**config.mk**
```make
export PLATFORM = sky130hd
export DESIGN_NAME = pwm3_timebase
export DESIGN_NICKNAME = d
export VERILOG_FILES = /design/src/rtl/pwm3_pkg.sv /design/src/rtl/pwm3_leg.sv /design/src/rtl/pwm3_timebase.sv
export SDC_FILE = /design/constraint.sdc
export NUM_CORES = 1
export LEC_CHECK = 0
export ABC_AREA = 1
export BUFFER_PORTS_ARGS = -buffer_cell sky130_fd_sc_hd__clkbuf_2
export CORE_MARGIN = 2
export CORE_UTILIZATION = 45
export CTS_BUF_LIST = sky130_fd_sc_hd__clkbuf_16
export CTS_CLUSTER_DIAMETER = 60
export CTS_CLUSTER_SIZE = 40
export DETAILED_ROUTE_END_ITERATION = 8
export GPL_TIMING_DRIVEN = 0
export SYNTH_ARGS = -nofsm -noshare
export SYNTH_HDL_FRONTEND = slang
export SYNTH_SLANG_ARGS = --single-unit
```
**constraint.sdc**
```tcl
create_clock -name clk -period 5.23 [get_ports clk]
set_input_delay 0.2615 -clock clk [delete_from_list [all_inputs] [get_ports clk]]
set_output_delay 0.2615 -clock clk [all_outputs]
set_load 0.02 [all_outputs]
```
**src/rtl/pwm3_pkg.sv**
```systemverilog
package pwm3_pkg;

    // Direction of a triangle carrier counter.
    typedef enum logic {
        DIR_UP   = 1'b0,
        DIR_DOWN = 1'b1
    } cnt_dir_e;

endpackage

```
**src/rtl/pwm3_leg.sv**
```systemverilog
module pwm3_leg
    import pwm3_pkg::*;
#(
    parameter int unsigned W        = 16,
    parameter int unsigned PRD_RST  = 6250,
    parameter bit          PHASE_EN = 1'b1
) (
    input  logic         clk,
    input  logic         rst_n,
    input  logic         prd_wr,
    input  logic [W-1:0] prd_data,
    input  logic         cmp_wr,
    input  logic [W-1:0] cmp_data,
    input  logic         phs_wr,
    input  logic [W-1:0] phs_data,
    input  logic         sync_in,
    output logic         sync_out,
    output logic         pwm_o,
    output logic         zero_o,
    output logic [W-1:0] cnt_o,
    output logic [W-1:0] prd_o,
    output logic [W-1:0] cmp_o,
    output logic [W-1:0] phs_o
);

    typedef struct packed {
        logic [W-1:0] cnt;
        cnt_dir_e     dir;
        logic [W-1:0] prd_a;
        logic [W-1:0] prd_s;
        logic [W-1:0] cmp_a;
        logic [W-1:0] cmp_s;
        logic [W-1:0] phs;
        logic         pwm;
        logic         zero;
    } leg_st_t;

    leg_st_t      s_d, s_q;
    logic [W-1:0] nxt_cnt;
    logic         nat_zero;

    always_comb begin
        s_d = s_q;

        // Free-running triangle step.
        nxt_cnt = s_q.cnt;
        if (s_q.dir == DIR_UP) begin
            if (s_q.cnt >= s_q.prd_a) begin
                s_d.dir = DIR_DOWN;
                nxt_cnt = (s_q.cnt == '0) ? '0 : s_q.cnt - 1'b1;
            end else begin
                nxt_cnt = s_q.cnt + 1'b1;
            end
        end else begin
            if (s_q.cnt == '0) begin
                s_d.dir = DIR_UP;
                nxt_cnt = (s_q.prd_a == '0) ? '0 : W'(1);
            end else begin
                nxt_cnt = s_q.cnt - 1'b1;
            end
        end
        nat_zero = (nxt_cnt == '0);

        // Sync: master originates the pulse one cycle early, slaves relay it
        // and reload from their phase register.
        if (PHASE_EN) begin
            sync_out = sync_in;
            if (sync_in) begin
                nxt_cnt = s_q.phs;
                s_d.dir = DIR_UP;
            end
        end else begin
            sync_out = nat_zero;
        end
        s_d.cnt = nxt_cnt;

        // Shadow transfer when the counter arrives at zero (old shadow value).
        if (nxt_cnt == '0) begin
            s_d.prd_a = s_q.prd_s;
            s_d.cmp_a = s_q.cmp_s;
        end

        // Register writes land in the shadows.
        if (prd_wr) s_d.prd_s = prd_data;
        if (cmp_wr) s_d.cmp_s = cmp_data;
        if (PHASE_EN && phs_wr) s_d.phs = phs_data;

        s_d.pwm  = (s_d.cmp_a >= s_d.prd_a) || (nxt_cnt < s_d.cmp_a);
        s_d.zero = (nxt_cnt == '0);
    end

    always_ff @(posedge clk or negedge rst_n) begin
        if (!rst_n) begin
            s_q.cnt   <= '0;
            s_q.dir   <= DIR_UP;
            s_q.prd_a <= W'(PRD_RST);
            s_q.prd_s <= W'(PRD_RST);
            s_q.cmp_a <= '0;
            s_q.cmp_s <= '0;
            s_q.phs   <= '0;
            s_q.pwm   <= 1'b0;
            s_q.zero  <= 1'b1;
        end else begin
            s_q <= s_d;
        end
    end

    assign pwm_o  = s_q.pwm;
    assign zero_o = s_q.zero;
    assign cnt_o  = s_q.cnt;
    assign prd_o  = s_q.prd_a;
    assign cmp_o  = s_q.cmp_a;
    assign phs_o  = s_q.phs;

endmodule

```
**src/rtl/pwm3_timebase.sv**
```systemverilog
module pwm3_timebase #(
    parameter int unsigned CNT_W      = 16,
    parameter int unsigned NUM_SLAVES = 2,
    parameter int unsigned PRD_RST    = 6250
) (
    input  logic                  clk,
    input  logic                  rst_n,
    input  logic                  prd_wr,
    input  logic [CNT_W-1:0]      prd_data,
    input  logic [NUM_SLAVES:0]   cmp_wr,
    input  logic [CNT_W-1:0]      cmp_data,
    input  logic [NUM_SLAVES:0]   phs_wr,
    input  logic [CNT_W-1:0]      phs_data,
    output logic [NUM_SLAVES:0]   pwm_o,
    output logic [NUM_SLAVES:0]   zero_o,
    output logic                  sync_o
);

    localparam int unsigned NLEG = NUM_SLAVES + 1;

    logic [NLEG:0]                 sync_w;
    logic [NLEG-1:0][CNT_W-1:0]    cnt_w, prd_w, cmp_w, phs_w;
    logic                          sync_d, sync_q;

    assign sync_w[0] = 1'b0;

    for (genvar g = 0; g < NLEG; g++) begin : g_leg
        pwm3_leg #(
            .W        (CNT_W),
            .PRD_RST  (PRD_RST),
            .PHASE_EN (g != 0)
        ) u_leg (
            .clk      (clk),
            .rst_n    (rst_n),
            .prd_wr   (prd_wr),
            .prd_data (prd_data),
            .cmp_wr   (cmp_wr[g]),
            .cmp_data (cmp_data),
            .phs_wr   (phs_wr[g]),
            .phs_data (phs_data),
            .sync_in  (sync_w[g]),
            .sync_out (sync_w[g+1]),
            .pwm_o    (pwm_o[g]),
            .zero_o   (zero_o[g]),
            .cnt_o    (cnt_w[g]),
            .prd_o    (prd_w[g]),
            .cmp_o    (cmp_w[g]),
            .phs_o    (phs_w[g])
        );
    end

    always_comb begin
        sync_d = sync_w[NLEG];
    end

    always_ff @(posedge clk or negedge rst_n) begin
        if (!rst_n) sync_q <= 1'b1;
        else        sync_q <= sync_d;
    end

    assign sync_o = sync_q;

endmodule

```
==> results of run 1 <==
## through the flow
stage | setup WS [ns] | total power (W) | hold WS (ns)
3_5_place_dp | -0.838 | 0.00662 | 0.216
3_3_place_gp | -1.33 | 0.00650 | 0.495
6_report | 0.175 | 0.00903 | 0.0195
5_1_grt | -0.120 | 0.00981 | 0.0157
2_1_floorplan | 0.766 | 0.00549 | -0.0341
4_1_cts | 0.00498 | 0.00860 | 0.00206
## critical path, delay by kind of cell (launching register included)
family                     cells  cell delay (ns)
DFF                            1             0.54
AOI/OAI and AO/OA              7             1.39
and+or+nand+nor               14             1.29
buffers and inverters          9             1.08
adders and majority gates      2             0.63
## area by class of cell
type,instances,area (sq um)
Buffer,65,458
Clock buffer,23,576
Clock inverter,18,253
Fill cell,3216,15700
Inverter,321,1220
Multi-Input combinational cell,1442,9060
Sequential cell,249,6270
Tap cell,461,577
Timing Repair Buffer,148,1200
## sequential cells by signal (all words and copies together) (netlist names), named ones only
register / flops
g_leg.u_leg.s_q: 67
g_leg.u_leg.phs_o: 32
g_leg.u_leg.zero_o: 3
g_leg.u_leg.cnt_o: 48
g_leg.u_leg.pwm_o: 3
g_leg.u_leg.cmp_o: 46
g_leg.u_leg.prd_o: 48
## cells in the final DEF (no fill, tap or decap), types with 37 or more instances in the layout
| master | count |
|---|---|
| a21oi_1 | 111 |
| buf_4 | 54 |
| clkbuf_2 | 65 |
| dfrtp_1 | 219 |
| ha_1 | 136 |
| inv_1 | 301 |
| mux2_2 | 37 |
| nand2_1 | 392 |
| nand2_2 | 61 |
| nand3_1 | 88 |
| nor2_1 | 185 |
| o21ai_0 | 122 |
## power groups by stage
stage | registers, W | logic (W) | clock network, W
2_1_floorplan | 0.00262 | 0.00287 | 0
3_3_place_gp | 0.00278 | 0.00372 | 0
3_5_place_dp | 0.00278 | 0.00384 | 0
4_1_cts | 0.00275 | 0.00397 | 0.00188
5_1_grt | 0.00281 | 0.00503 | 0.00197
6_report | 0.00276 | 0.00443 | 0.00184
## logic make-up after synthesis
kind of cell	count (synthesis)
and+or+nand+nor	902
muxes	37
buffers and inverters	386
xor gates and xnor gates	37
DFF	249
AOI/OAI and AO/OA	321
adders and majority gates	144
## timing repair
action                                 4_1_cts  5_1_grt
resized for setup                           60      218
setup buffers                               11       37
setup endpoints to repair                    3        3
endpoints found under the hold margin       87        0
pin swaps                                   10       53
gates cloned                                 0        7
hold buffers                                33        0
## worst max path at each step
stage	from	endpoint	slack (ns)	cells after the start
after floorplan	g_leg[0].u_leg.prd_o[11]	g_leg[0].u_leg.pwm_o	0.77	29
after global placement	rst_n	g_leg[1].u_leg.prd_o[0]	-1.33	1
after detailed placement	g_leg[0].u_leg.prd_o[5]	g_leg[2].u_leg.pwm_o	-0.84	39
after CTS	g_leg[0].u_leg.prd_o[5]	g_leg[1].u_leg.pwm_o	0.005	34
after global routing	g_leg[0].u_leg.prd_o[6]	g_leg[1].u_leg.pwm_o	-0.12	42
final	g_leg[0].u_leg.prd_o[11]	g_leg[2].u_leg.pwm_o	0.17	32
## per-layer routing
layer  global-route usage  vias up  part of all wire
met5                    0        -                 0
met4               0.0846        0             0.033
met3               0.0340       87             0.043
met2                0.449      314              0.48
met1                0.348     6762              0.44
li1                     -     7074                 -
==> key figures, run 1 <==
Outcome
  – Outcome: finished, final reports clean

Placement
  – Dpl cells: 2598
  – Post-DP Area: 0.0170 sq mm
  – Hpwl dp: 37.6 mm
  – I/O Buffers: 59
  – Gpl congestion: 0.892

Worst hold path
  – HP Start: cmp_data[12]
  – Worst hold path endpoint: g_leg[2].u_leg.s_q[30]
  – Hold path cells: 3
  – HP Class: input pin to flip-flop

Yosys
  – Seq/Total Area, Yosys: 0.391
  – Mapped cell area: 0.0160 sq mm
  – Synthesized instance count: 2076
  – Synthesized area per cell: 7.72 sq um
  – Largest family of logic cells by synthesized area: simple AND/OR/NAND/NOR gates
  – Flops & latches, synth: 249
  – Most common cell in the netlist: nand2_1
  – Area share of the largest cell type after synthesis: 0.346
  – Async set-or-reset flop fraction in the synthesized netlist: 1.00
  – Largest area contributor in the netlist: dfrtp_1
  – Top_reg_cell synth: dfrtp_1
  – Post-Synth Simple-Gate Area: 0.245
  – XOR/XNOR Fraction of Synth Area: 0.0202
  – Synth cell count leaders: nand2_1 (446), inv_1 (306), dfrtp_1 (222)
  – Count of cell types in the netlist: 48
  – Number of synthesized flops with an enable pin: 0
  – Post-synthesis compound-gate area fraction: 0.109
  – Synth Net Count: 2277
  – Synth warn: 0
  – Post-Synth Adder-Cell Area: 0.112
  – Multiplexer share of the synthesized area: 0.0260
  – Main area contributors after synthesis: dfrtp_1 (35%), ha_1 (11%), nand2_1 (10%)

Layout
  – Finished Layout Cells: 2727
  – Diode count: 0
  – Area Growth Syn to Fin: 22.3%
  – Post-layout instance area: 0.0196 sq mm
  – Nets: 2451
  – Post-layout util: 0.556
  – Share of layout cells above drive strength 1: 0.214

Floorplan
  – Die width: 193 um
  – Starting density of the core: 0.454
  – Die H: 193 um
  – # IOs: 64
  – Core area: 0.0353 sq mm
  – Die Area: 0.0372 sq mm
  – Row cnt: 69

Global route
  – Gr usage total: 0.264
  – Largest net degree at the start of global routing: 110
  – Initial antenna violation count: 0
  – Grt total ovfl: 0
  – Global-route wire length before repair: 75.0 mm
  – Vias in the first global route: 13.6k

Power and ir drop
  – Internal power: 0.00493 W
  – Clk pwr share: 0.204
  – Switching Share: 0.454
  – Seq pwr share: 0.305
  – Pwr Density: 460 mW/mm^2
  – Net Sw Power: 0.00410 W
  – Power share of the combinational group: 0.491
  – Leak pwr: 9.68 nW
  – Worst IR Drop VDD: 0.315 mV

Timing
  – Slew HR: 0.401
  – Fmax: 0.198 GHz
  – Min Tclk post-route: 5.06 ns
  – Pins Over Slew Limit: 0
  – Setup Skew: 0.0252 ns
  – Final hold viol count: 0
  – Setup TNS: 0 ns
  – # setup viols final: 0
  – Period utilization: 0.967
  – Slew @ Worst Pin: 0.898 ns

Critical path
  – Reg2reg end: g_leg[2].u_leg.pwm_o
  – Startpoint type of the worst setup path: flip-flop
  – Reg2reg path depth: 32
  – WP data required: 5.65 ns
  – Largest stage delay, worst path: 0.54 ns
  – Setup slack, reg-to-reg: 0.17 ns
  – Worst Path Max Fanout: 8
  – Cell repeated most along the worst path: nand2_2
  – CP Capture Type: flip-flop
  – CP max-delay cell: dfstp_2
  – CP arrival: 5.48 ns
  – Crit Path Class: flip-flop to flip-flop
  – R2r startpoint: g_leg[0].u_leg.prd_o[11]

Routing
  – Via count: 14.2k
  – Drt total wl: 49.5 mm
  – Vias/cell: 5.22
  – DR pass1 iterations: 5
  – Violation count after the first detailed-route iteration: 894
  – Post-route ant nets: 0
  – Remaining DRCs: 0
  – Routed wire per std cell: 18.1 um

Clock network
  – Clock Sinks: 249
  – Root Buffer: clkbuf_16
  – CTS max path bufs: 3
  – Clock Latency Late Sink: 0.54 ns
  – TritonCTS Buffers: 23
  – CTS tree: done
  – H-Tree Depth: 1
  – Clock transition at the registers of the reported paths: 0.10 ns

Run
  – Max Cap Viol: 0
No activity file was read; power rests on OpenSTA's default activity.
==> run 2, diff against run 1 <==
clock period = 4.1 ns   (was 5.23 ns; I/O delays follow)
==> key figures, run 2 (synthesized netlist as in run 1, its figures left out) <==
Floorplan
  – # IOs: 64 (unchanged)
  – Row cnt: 69 (unchanged)
  – Die Area: 0.0372 sq mm (unchanged)
  – Die H: 193 um (unchanged)
  – Starting density of the core: 0.454 (unchanged)
  – Core area: 0.0353 sq mm (unchanged)
  – Die width: 193 um (unchanged)

Critical path
  – Largest stage delay, worst path: 0.54 ns (about the same)
  – Setup crit start: g_leg[0].u_leg.prd_o[11] (unchanged)
  – R2r startpoint: g_leg[0].u_leg.prd_o[11] (unchanged)
  – CP Capture Type: flip-flop (unchanged)
  – Reg2reg path depth: 33 (was 32)
  – CP arrival: 5.44 ns (was 5.48 ns)
  – Worst Path Max Fanout: 8 (unchanged)
  – Startpoint type of the worst setup path: flip-flop (unchanged)
  – Crit Path Class: flip-flop to flip-flop (unchanged)
  – Reg2reg end: g_leg[2].u_leg.pwm_o (unchanged)
  – CP max-delay cell: dfstp_2 (unchanged)
  – Crit path to: g_leg[2].u_leg.pwm_o (unchanged)
  – WP data required: 4.53 ns (was 5.65 ns)
  – Setup slack, reg-to-reg: -0.91 ns (was 0.17 ns)

Clock network
  – H-Tree Depth: 1 (unchanged)
  – Clock Latency Late Sink: 0.55 ns (was 0.54 ns)
  – Clock transition at the registers of the reported paths: 0.08 ns (was 0.10 ns)
  – CTS tree: done (unchanged)
  – TritonCTS Buffers: 24 (was 23)
  – Clock Sinks: 249 (unchanged)
  – CTS max path bufs: 3 (unchanged)
  – Root Buffer: clkbuf_16 (unchanged)

Global route
  – Global-route wire length before repair: 77.0 mm (was 75.0 mm)
  – Grt total ovfl: 0 (unchanged)
  – Vias in the first global route: 13.9k (was 13.6k)
  – Initial antenna violation count: 0 (unchanged)
  – Largest net degree at the start of global routing: 101 (was 110)
  – Gr usage total: 0.271 (was 0.264)

Timing
  – # setup viols final: 3 (was 0)
  – Setup Skew: 0.0264 ns (was 0.0252 ns)
  – Pins Over Slew Limit: 0 (unchanged)
  – Final hold viol count: 0 (unchanged)
  – Slew @ Worst Pin: 0.831 ns (was 0.898 ns)
  – Slew HR: 0.446 (was 0.401)
  – RSZ-0062 raised after global routing: yes
  – Min Tclk post-route: 5.01 ns (was 5.06 ns)
  – Period utilization: 1.22 (was 0.967)
  – Fmax: 0.200 GHz (was 0.198 GHz)
  – Setup TNS: -2.52 ns (was 0 ns)
  – Worst setup margin: -0.908 ns (was 0.175 ns)

Layout
  – Commonest non-fill, non-tap cell in the layout: nand2_1 (unchanged)
  – Diode count: 0 (unchanged)
  – Nets: 2495 (was 2451)
  – Largest Register: g_leg.u_leg.s_q (unchanged)
  – Post-layout util: 0.568 (was 0.556)
  – Most frequent cells in the layout: nand2_1 (384), inv_1 (301), dfrtp_1 (217), nor2_1 (189), ha_1 (139) (was nand2_1 (392), inv_1 (301), dfrtp_1 (219), nor2_1 (185), ha_1 (136))
  – # fillers: 3219 (was 3216)
  – Post-layout instance area: 0.0201 sq mm (was 0.0196 sq mm)
  – Area Growth Syn to Fin: 25.2% (was 22.3%)
  – Area of the multi-input gates: 0.00906 sq mm (about the same)
  – Max FFs per register: 67 (unchanged)
  – Share of layout cells above drive strength 1: 0.222 (was 0.214)
  – Register area: 0.00627 sq mm (about the same)

Power and ir drop
  – Leak pwr: 9.95 nW (was 9.68 nW)
  – Total power: 0.0118 W (was 0.00903 W)
  – Net Sw Power: 0.00524 W (was 0.00410 W)
  – Worst IR Drop VDD: 0.422 mV (was 0.315 mV)
  – Seq pwr share: 0.300 (was 0.305)
  – Pwr Density: 588 mW/mm^2 (was 460 mW/mm^2)
  – Switching Share: 0.444 (was 0.454)
  – Internal power: 0.00656 W (was 0.00493 W)
  – Clk pwr share: 0.204 (about the same)
  – Power share of the combinational group: 0.496 (was 0.491)

Worst hold path
  – HP Class: input pin to flip-flop (unchanged)

Placement
  – Hpwl dp: 37.7 mm (was 37.6 mm)
  – Gpl congestion: 0.878 (was 0.892)
  – I/O Buffers: 59 (unchanged)
  – Setup slack at placement: -1.92 ns (was -0.838 ns)
  – Post-DP Area: 0.0171 sq mm (was 0.0170 sq mm)

Routing
  – Post-route ant nets: 0 (unchanged)
  – Routed wire per std cell: 18.1 um (about the same)
  – Violation count after the first detailed-route iteration: 984 (was 894)
  – Vias/cell: 5.26 (was 5.22)
  – Drt total wl: 50.3 mm (was 49.5 mm)
  – Via count: 14.6k (was 14.2k)
  – DR pass1 iterations: 5 (unchanged)
  – Remaining DRCs: 0 (unchanged)

Outcome
  – Outcome: complete, but fails checks (was finished, final reports clean)
  – Failing checks: setup timing

Run
  – Max Cap Viol: 0 (unchanged)
-- run 2: cell count changes in the layout (fill, tap and decap cells not counted), moves of 3 or more --
cell | before | now
ha_1 | 136 | 139
a21oi_1 | 111 | 106
nor2_1 | 185 | 189
nand3_1 | 88 | 99
buf_4 | 54 | 78
a21oi_4 | 7 | 11
nand2_4 | 19 | 27
nor2_2 | 22 | 19
inv_12 | 8 | 1
clkinv_8 | 3 | 8
nand2_1 | 392 | 384
ha_4 | 8 | 5
dlygate4sd3_1 | 33 | 51
nand3_2 | 14 | 5
-- run 2: repair_timing --
| item | CTS | global route |
|---|---|---|
| hold endpoints to repair | 173 | 1 |
| hold buffers | 50 | 1 |
| cloned | 1 | 6 |
| resized for setup | 135 | 120 |
| pin swaps | 24 | 63 |
| buffers inserted | 35 | 38 |
| endpoints found under the setup margin | 67 | 48 |
-- run 2: power by group through the flow --
stage | registers (W) | logic, W | clock network [W]
detailed placement | 0.00358 | 0.00496 | 0
global placement | 0.00357 | 0.00482 | 0
floorplan | 0.00335 | 0.00373 | 0
finish | 0.00354 | 0.00585 | 0.00241
CTS | 0.00353 | 0.00540 | 0.00246
global route | 0.00360 | 0.00665 | 0.00256
-- run 2: how the worst min path moves through the flow --
stage                     slack (ns)         from                 endpoint  cells past startpoint
after floorplan                -0.09        rst_n                async pin                      0
after global placement          0.42  prd_data[9]   g_leg[1].u_leg.s_q[59]                      3
after detailed placement        0.37        rst_n  g_leg[2].u_leg.cmp_o[5]                      1
after CTS                      0.008    cmp_wr[1]   g_leg[1].u_leg.s_q[19]                      2
after global routing            0.03  cmp_data[0]   g_leg[2].u_leg.s_q[18]                      3
final                           0.04  cmp_data[0]   g_leg[1].u_leg.s_q[18]                      3
-- run 2: final cells by class --
cell class | instances | share of cell area
Buffer | 65 | 0.0238
Clock buffer | 24 | 0.0299
Clock inverter | 20 | 0.0137
Inverter | 321 | 0.0613
Multi-Input combinational cell | 1442 | 0.451
Sequential cell | 249 | 0.312
Tap cell | 461 | 0.0287
Timing Repair Buffer | 190 | 0.0785
Timing Repair inverter | 1 | 0.000312
-- run 2: worst max-delay path, delay by kind of cell (launching register included) --
kind            cells  cell delay [ns]
compound gates     11             1.60
simple gates       13             1.34
buf+inv             7             0.91
flops               1             0.54
fa+ha+maj           2             0.51
-- run 2: through the flow --
step | hold slack [ns] | cells
after detailed placement | 0.367 | 2598
after floorplan | -0.0906 | 2076
after global placement | 0.421 | 2596
after global routing | 0.0262 | 2773
final | 0.0444 | 2773
after CTS | 0.00774 | 2728
-- run 2: routing by layer --
metal,up-vias,track usage,part of all wire
met5,-,0,0
met3,99,0.0256,0.038
met2,318,0.461,0.48
met1,6993,0.355,0.44
met4,0,0.106,0.039
li1,7164,-,-
